### config.mk
export PLATFORM = sky130hd
export DESIGN_NAME = pgwalk_top
export DESIGN_NICKNAME = d
export VERILOG_FILES = /design/src/rtl/pgwalk_pkg.sv /design/src/rtl/pgwalk_perm.sv /design/src/rtl/pgwalk_upd.sv /design/src/rtl/pgwalk_fsm.sv /design/src/rtl/pgwalk_top.sv
export SDC_FILE = /design/constraint.sdc
export NUM_CORES = 1
export LEC_CHECK = 0
export ABC_CLOCK_PERIOD_IN_PS = 5480
export BUFFER_PORTS_ARGS = -buffer_cell sky130_fd_sc_hd__clkbuf_2
export CELL_PAD_IN_SITES_DETAIL_PLACEMENT = 0
export CELL_PAD_IN_SITES_GLOBAL_PLACEMENT = 1
export CORE_ASPECT_RATIO = 0.8
export CORE_UTILIZATION = 44
export CTS_CLUSTER_DIAMETER = 40
export DETAILED_ROUTE_END_ITERATION = 10
export PLACE_DENSITY = 0.84
export SLEW_MARGIN = 20
export SYNTH_ARGS = -nofsm -noshare
export SYNTH_HDL_FRONTEND = slang
export SYNTH_SLANG_ARGS = --single-unit
### constraint.sdc
create_clock -name clk -period 5.48 [get_ports clk]
set_input_delay 1.37 -clock clk [delete_from_list [all_inputs] [get_ports clk]]
set_output_delay 1.37 -clock clk [all_outputs]
set_load 0.03 [all_outputs]
### src/rtl/pgwalk_pkg.sv
package pgwalk_pkg;
    localparam int VA_W       = 32;
    localparam int PA_W       = 32;
    localparam int ENT_W      = 32;
    localparam int OFF_W      = 12;
    localparam int IDX_W      = 10;
    localparam int BIG_OFF_W  = OFF_W + IDX_W;
    localparam int FRAME_W    = PA_W - OFF_W;
    localparam int BIG_W      = PA_W - BIG_OFF_W;
    localparam int ENT_BYTE_W = 2;

    localparam int B_PRES  = 0;
    localparam int B_RW    = 1;
    localparam int B_USER  = 2;
    localparam int B_ACC   = 5;
    localparam int B_DIRTY = 6;
    localparam int B_PSIZE = 7;

    typedef enum logic [2:0] {
        ST_IDLE,
        ST_DIR_RD,
        ST_DIR_WB,
        ST_TBL_RD,
        ST_TBL_WB,
        ST_DONE,
        ST_FAULT
    } walk_st_t;

    typedef enum logic [1:0] {
        FC_NONE    = 2'b00,
        FC_NOTPRES = 2'b01,
        FC_PROT    = 2'b10
    } fault_cause_t;
endpackage

### src/rtl/pgwalk_perm.sv
module pgwalk_perm (
    input  logic is_write,
    input  logic is_user,
    input  logic p_bit,
    input  logic rw_bit,
    input  logic us_bit,
    output logic present,
    output logic allow
);
    always_comb begin
        present = p_bit;
        allow   = (!is_user || us_bit) && (!is_write || rw_bit);
    end
endmodule

### src/rtl/pgwalk_upd.sv
module pgwalk_upd
    import pgwalk_pkg::*;
(
    input  logic [ENT_W-1:0] entry,
    input  logic             set_dirty,
    output logic [ENT_W-1:0] new_entry,
    output logic             changed
);
    always_comb begin
        new_entry          = entry;
        new_entry[B_ACC]   = 1'b1;
        if (set_dirty) begin
            new_entry[B_DIRTY] = 1'b1;
        end
        changed = (new_entry != entry);
    end
endmodule

### src/rtl/pgwalk_fsm.sv
module pgwalk_fsm
    import pgwalk_pkg::*;
#(
    parameter bit LARGE_PAGES = 1'b1
) (
    input  logic               clk,
    input  logic               rst_n,
    input  logic               pg_enable,
    input  logic [FRAME_W-1:0] dir_frame,
    input  logic               req_valid,
    output logic               req_ready,
    input  logic [VA_W-1:0]    req_lin,
    input  logic               req_write,
    input  logic               req_user,
    output logic               mem_req,
    output logic               mem_we,
    output logic [PA_W-1:0]    mem_addr,
    output logic [ENT_W-1:0]   mem_wdata,
    input  logic               mem_ack,
    input  logic [FRAME_W-1:0] rd_frame,
    input  logic               rd_ps_raw,
    input  logic               rd_present,
    input  logic               rd_allow,
    input  logic [ENT_W-1:0]   upd_entry,
    input  logic               upd_changed,
    output logic               set_dirty,
    output logic               chk_write,
    output logic               chk_user,
    output logic               rsp_valid,
    output logic               rsp_fault,
    output logic [1:0]         rsp_cause,
    output logic [PA_W-1:0]    rsp_phys,
    output logic               fault_take,
    output logic [VA_W-1:0]    fault_lin
);
    walk_st_t             state, state_n;
    logic [VA_W-1:0]      lin_q;
    logic                 wr_q, usr_q, big_q;
    logic [FRAME_W-1:0]   dir_q;
    logic [FRAME_W-1:0]   tbl_q;
    logic [ENT_W-1:0]     ent_q;
    logic [PA_W-1:0]      phys_q;
    fault_cause_t         cause_q;
    logic                 rd_big;
    logic                 rd_ok;

    generate
        if (LARGE_PAGES) begin : g_big
            assign rd_big = rd_ps_raw;
        end else begin : g_small
            assign rd_big = 1'b0;
        end
    endgenerate

    assign rd_ok = rd_present && rd_allow;

    // state register
    always_ff @(posedge clk or negedge rst_n) begin
        if (!rst_n) begin
            state <= ST_IDLE;
        end else begin
            state <= state_n;
        end
    end

    // next state
    always_comb begin
        state_n = state;
        unique case (state)
            ST_IDLE: begin
                if (req_valid) begin
                    state_n = pg_enable ? ST_DIR_RD : ST_DONE;
                end
            end
            ST_DIR_RD: begin
                if (mem_ack) begin
                    if (!rd_ok)           state_n = ST_FAULT;
                    else if (upd_changed) state_n = ST_DIR_WB;
                    else if (rd_big)      state_n = ST_DONE;
                    else                  state_n = ST_TBL_RD;
                end
            end
            ST_DIR_WB: begin
                if (mem_ack) begin
                    state_n = big_q ? ST_DONE : ST_TBL_RD;
                end
            end
            ST_TBL_RD: begin
                if (mem_ack) begin
                    if (!rd_ok)           state_n = ST_FAULT;
                    else if (upd_changed) state_n = ST_TBL_WB;
                    else                  state_n = ST_DONE;
                end
            end
            ST_TBL_WB: begin
                if (mem_ack) begin
                    state_n = ST_DONE;
                end
            end
            ST_DONE:  state_n = ST_IDLE;
            ST_FAULT: state_n = ST_IDLE;
            default:  state_n = ST_IDLE;
        endcase
    end

    // walk datapath
    always_ff @(posedge clk or negedge rst_n) begin
        if (!rst_n) begin
            lin_q   <= '0;
            wr_q    <= 1'b0;
            usr_q   <= 1'b0;
            big_q   <= 1'b0;
            dir_q   <= '0;
            tbl_q   <= '0;
            ent_q   <= '0;
            phys_q  <= '0;
            cause_q <= FC_NONE;
        end else begin
            unique case (state)
                ST_IDLE: begin
                    if (req_valid) begin
                        lin_q   <= req_lin;
                        wr_q    <= req_write;
                        usr_q   <= req_user;
                        dir_q   <= dir_frame;
                        big_q   <= 1'b0;
                        cause_q <= FC_NONE;
                        phys_q  <= req_lin;
                    end
                end
                ST_DIR_RD: begin
                    if (mem_ack) begin
                        ent_q  <= upd_entry;
                        tbl_q  <= rd_frame;
                        big_q  <= rd_big;
                        phys_q <= {rd_frame[FRAME_W-1 -: BIG_W], lin_q[BIG_OFF_W-1:0]};
                        if (!rd_present)    cause_q <= FC_NOTPRES;
                        else if (!rd_allow) cause_q <= FC_PROT;
                    end
                end
                ST_TBL_RD: begin
                    if (mem_ack) begin
                        ent_q  <= upd_entry;
                        phys_q <= {rd_frame, lin_q[OFF_W-1:0]};
                        if (!rd_present)    cause_q <= FC_NOTPRES;
                        else if (!rd_allow) cause_q <= FC_PROT;
                    end
                end
                default: begin
                end
            endcase
        end
    end

    // outputs
    always_comb begin
        req_ready  = (state == ST_IDLE);
        mem_req    = 1'b0;
        mem_we     = 1'b0;
        mem_addr   = '0;
        mem_wdata  = ent_q;
        set_dirty  = 1'b0;
        rsp_valid  = 1'b0;
        rsp_fault  = 1'b0;
        rsp_cause  = FC_NONE;
        rsp_phys   = '0;
        unique case (state)
            ST_IDLE: begin
            end
            ST_DIR_RD, ST_DIR_WB: begin
                mem_req  = 1'b1;
                mem_we   = (state == ST_DIR_WB);
                mem_addr = {dir_q, lin_q[VA_W-1 -: IDX_W], {ENT_BYTE_W{1'b0}}};
            end
            ST_TBL_RD, ST_TBL_WB: begin
                mem_req   = 1'b1;
                mem_we    = (state == ST_TBL_WB);
                mem_addr  = {tbl_q, lin_q[BIG_OFF_W-1 -: IDX_W], {ENT_BYTE_W{1'b0}}};
                set_dirty = (state == ST_TBL_RD) && wr_q;
            end
            ST_DONE: begin
                rsp_valid = 1'b1;
                rsp_phys  = phys_q;
            end
            ST_FAULT: begin
                rsp_valid = 1'b1;
                rsp_fault = 1'b1;
                rsp_cause = cause_q;
            end
            default: begin
            end
        endcase
    end

    assign chk_write  = wr_q;
    assign chk_user   = usr_q;
    assign fault_take = (state_n == ST_FAULT) && (state != ST_FAULT);
    assign fault_lin  = lin_q;

    AST_MEM_HOLD: assert property (@(posedge clk) disable iff (!rst_n)
        mem_req && !mem_ack |=> mem_req && $stable(mem_addr) && $stable(mem_we));

    AST_RSP_PULSE: assert property (@(posedge clk) disable iff (!rst_n)
        rsp_valid |=> !rsp_valid);

    AST_WB_ACCESSED: assert property (@(posedge clk) disable iff (!rst_n)
        mem_req && mem_we |-> mem_wdata[B_ACC]);

    AST_FAULT_CAUSE: assert property (@(posedge clk) disable iff (!rst_n)
        rsp_valid && rsp_fault |-> rsp_cause != FC_NONE);

    AST_BUSY_NOT_READY: assert property (@(posedge clk) disable iff (!rst_n)
        mem_req |-> !req_ready);
endmodule

### src/rtl/pgwalk_top.sv
module pgwalk_top
    import pgwalk_pkg::*;
#(
    parameter bit LARGE_PAGES = 1'b1
) (
    input  logic               clk,
    input  logic               rst_n,
    input  logic               pg_enable,
    input  logic [FRAME_W-1:0] dir_frame,
    input  logic               req_valid,
    output logic               req_ready,
    input  logic [VA_W-1:0]    req_lin,
    input  logic               req_write,
    input  logic               req_user,
    output logic               mem_req,
    output logic               mem_we,
    output logic [PA_W-1:0]    mem_addr,
    output logic [ENT_W-1:0]   mem_wdata,
    input  logic               mem_ack,
    input  logic [ENT_W-1:0]   mem_rdata,
    output logic               rsp_valid,
    output logic               rsp_fault,
    output logic [1:0]         rsp_cause,
    output logic [PA_W-1:0]    rsp_phys,
    output logic [VA_W-1:0]    fault_addr
);
    logic             rd_present, rd_allow;
    logic [ENT_W-1:0] upd_entry;
    logic             upd_changed;
    logic             set_dirty, chk_write, chk_user;
    logic             fault_take;
    logic [VA_W-1:0]  fault_lin;
    logic [VA_W-1:0]  fault_addr_q;

    pgwalk_perm u_perm (
        .is_write (chk_write),
        .is_user  (chk_user),
        .p_bit    (mem_rdata[B_PRES]),
        .rw_bit   (mem_rdata[B_RW]),
        .us_bit   (mem_rdata[B_USER]),
        .present  (rd_present),
        .allow    (rd_allow)
    );

    pgwalk_upd u_upd (
        .entry     (mem_rdata),
        .set_dirty (set_dirty),
        .new_entry (upd_entry),
        .changed   (upd_changed)
    );

    pgwalk_fsm #(.LARGE_PAGES(LARGE_PAGES)) u_fsm (
        .clk         (clk),
        .rst_n       (rst_n),
        .pg_enable   (pg_enable),
        .dir_frame   (dir_frame),
        .req_valid   (req_valid),
        .req_ready   (req_ready),
        .req_lin     (req_lin),
        .req_write   (req_write),
        .req_user    (req_user),
        .mem_req     (mem_req),
        .mem_we      (mem_we),
        .mem_addr    (mem_addr),
        .mem_wdata   (mem_wdata),
        .mem_ack     (mem_ack),
        .rd_frame    (mem_rdata[ENT_W-1 -: FRAME_W]),
        .rd_ps_raw   (mem_rdata[B_PSIZE]),
        .rd_present  (rd_present),
        .rd_allow    (rd_allow),
        .upd_entry   (upd_entry),
        .upd_changed (upd_changed),
        .set_dirty   (set_dirty),
        .chk_write   (chk_write),
        .chk_user    (chk_user),
        .rsp_valid   (rsp_valid),
        .rsp_fault   (rsp_fault),
        .rsp_cause   (rsp_cause),
        .rsp_phys    (rsp_phys),
        .fault_take  (fault_take),
        .fault_lin   (fault_lin)
    );

    always_ff @(posedge clk or negedge rst_n) begin
        if (!rst_n) begin
            fault_addr_q <= '0;
        end else if (fault_take) begin
            fault_addr_q <= fault_lin;
        end
    end

    assign fault_addr = fault_addr_q;

    AST_FAULT_ADDR: assert property (@(posedge clk) disable iff (!rst_n)
        rsp_valid && rsp_fault |-> fault_addr == fault_lin);

    AST_FAULT_ADDR_KEEP: assert property (@(posedge clk) disable iff (!rst_n)
        rsp_valid && !rsp_fault |-> $stable(fault_addr));
endmodule

==> impl_results.md <==
- Total Die Area: 0.0184 mm2
- HP Class: reg2reg
- Initial Util: 45.1%
- Hold Buf Count CTS: 0
- Syn avg cell area: 13.3 um2
- DRC viols: 0
- Post-cts resize count: 0
- Post-DRT Antenna Nets: 0
- CP Data Required Time: 4.11 ns
- Final Cycle Share: 73.5%
- Status: completed
- Element type at the critical path end: primary output
- DIE WIDTH: 151 um
- First-pass GRT wire length: 31.7 mm
- WL per Instance: 19.6 um
- Util after Layout: 55.9%
- Synthesized instance count: 593
- Max Cap Viol: 0
- Slowest stage cell, crit path: o21ai_4
- Netlist cell types: 41
- Reg clk slew, reported paths: 0.07 ns
- Crit Path Max Fanout: 30
- Pwr/cell area: 741 mW/mm2
- Fmax achieved: 0.248 GHz
- Fin. Hold Viols: 0
- ANT cells: 0
- # setup viols final: 0
- Fill cells: 1487
- Peak supply drop: 0.000499 V
- CP Launch Type: register
- CTS tree: done
- Sequential fraction of the synthesis area: 56.0%
- Core area: 0.0174 mm2
- WP buf/inv: 1
- Layout cells sized above 1: 50.7%
- Ranking of synthesized cells by area: dfrtp_1, mux2_2, mux2_4, mux2i_1, a22o_1
- Gr usage total: 23.3%
- Top FF cell, synth: dfrtp_1
- I/O Pins: 226
- Fin. max-slew vios: 0
- Die Y: 122 um
- Relative slew slack: 33.4%
- Row cnt: 43
- Clock Latency Late Sink: 0.43 ns
- Largest net degree at the start of global routing: 113
- Clk root buf: clkbuf_16
- Top cell type's share of synthesized area: 56.0%
- Leakage Power: 4.81 nW
- Routability cong.: 0.805
- Setup repair bufs after CTS: 0
- Num CTS Buffers: 17
- CTS HTree Levels: 4
- Fin Hold WS: 0.475 ns
- Post-Syn Area: 0.00786 mm2
- Synth async-reset ratio: 100%
- Drt first pass iters: 4
- Via count: 5521
- Vias in the first global route: 5784
- Post-DP HPWL: 14.2 mm
- Leading area contributor after synthesis: dfrtp_1
- EDFF count, synth: 0
- Most frequent cells in the layout: clkbuf_2, dfrtp_1, mux2_2
- FF+latch count, synth: 176
- Syn-to-layout area delta: 24.0%
- Deepest clock path buffer count: 2
- Routed vias/inst: 5.30
- Worst slew pin tran: 0.995 ns
- RSZ-0062 raised after global routing: no
- GRT overflow: 0
- Fin nets: 895
- # port buffers: 223
- Commonest non-fill, non-tap cell in the layout: clkbuf_2
- CP Class: reg2out
- WL final: 20.4 mm
- Yosys Warn Count: 0
- Initial antenna violation count: 0
- Crit path max-delay family: compound AO/OA/AOI/OAI gates
- Fin crit period: 4.03 ns
- Number of clock sinks: 176
- DRT iter0 DRCs: 294
- Worst Clk Skew: 0.0161 ns
- Worst endpoint data arrival time: 2.66 ns
- Sequence of cells on the critical path: or2_2 -> o21ai_4 -> a22o_1 -> clkbuf_2
- Setup TNS: 0 ns
- CP max stage delay: 0.78 ns
==> layer usage <==
metal	share of wire, %	global-route usage, %	up-vias	wire length [um]
li1	-	-	2519	-
met3	8.0	8.16	20	1630
met4	1.6	7.25	0	327
met1	43	29.9	2779	8870
met5	0	0	-	0
met2	47	36.8	203	9560
==> report_power, final <==
group	leakage (nW)	switching, mW	internal (mW)	total (mW)
clock	0.270	0.516	0.700	1.22
combinational	2.43	2.16	1.43	3.58
sequential	2.11	0.462	1.96	2.42
==> registers in the layout, summed over array words and instances, names as in the netlist <==
signal           flops
u_fsm.chk_write      1
u_fsm.big_q          1
u_fsm.mem_wdata     32
u_fsm.chk_user       1
u_fsm.fault_lin     32
u_fsm.state          3
u_fsm.dir_q         20
u_fsm.phys_q        32
u_fsm.tbl_q         20
u_fsm.cause_q        2
fault_addr          32
==> kinds of logic after synthesis <==
logic type	Yosys count	synth area share [%]
AND/OR/NAND/NOR	106	6.91
XOR/XNOR	2	0.223
flip-flops	176	56.0
AO/OA/AOI/OAI	94	8.63
buffers and inverters	45	3.06
multiplexers	169	25.1
other	1	0.0477
==> cells in the mapped netlist, types with 2 or more instances <==
master    instances
and2_1           36
inv_1             2
dfrtp_1         176
mux2_4           30
buf_1             2
nand2_1          35
a22o_1           30
or2_2             3
mux2i_1          32
buf_6             4
buf_4             6
nor3_1            4
nand2b_1          5
mux2_2          107
nor2_1           14
nand3_1           2
buf_2            15
xnor2_1           2
and3_1            2
o21ai_0          39
a21oi_1          12
clkbuf_1         16
==> path summary, 6_finish.rpt <==
check                              startpoint                  end  slack (ns)  cells after the start
setup reg to reg               u_fsm.state[1]  u_fsm.fault_lin[27]        2.74                      5
hold reg to reg            u_fsm.mem_wdata[5]   u_fsm.mem_wdata[5]        0.47                      1
min in group asynchronous               rst_n        fault_addr[3]        1.05                      1
hold / removal             u_fsm.mem_wdata[5]   u_fsm.mem_wdata[5]        0.47                      1
max in group asynchronous               rst_n       u_fsm.state[0]        3.38                      2
setup / recovery               u_fsm.state[0]         mem_addr[11]        1.45                      4
==> per-stage QoR <==
step | cells | area [um2] | power (mW) | setup slack, ns
after detailed placement | 1010 | 9150 | 6.04 | 1.92
final | 1042 | 9750 | 7.22 | 1.45
after floorplan | 594 | 7870 | 5.02 | 2.19
after global routing | 1042 | 9750 | 7.64 | 1.31
after CTS | 1042 | 9740 | 7.29 | 1.46
after global placement | 1010 | 9150 | 5.91 | 2.06
==> cell type report <==
| cell class | count | area [um2] | area share, % |
|---|---|---|---|
| inverters | 2 | 7.51 | 0.0770 |
| clock buffers | 21 | 460 | 4.72 |
| clock inverters | 11 | 130 | 1.34 |
| flip-flops and latches | 176 | 4400 | 45.2 |
| repair buffers | 234 | 1210 | 12.4 |
| multi-input cells | 373 | 3260 | 33.4 |
| well taps | 225 | 282 | 2.89 |
No activity file was read; power rests on OpenSTA's default activity.
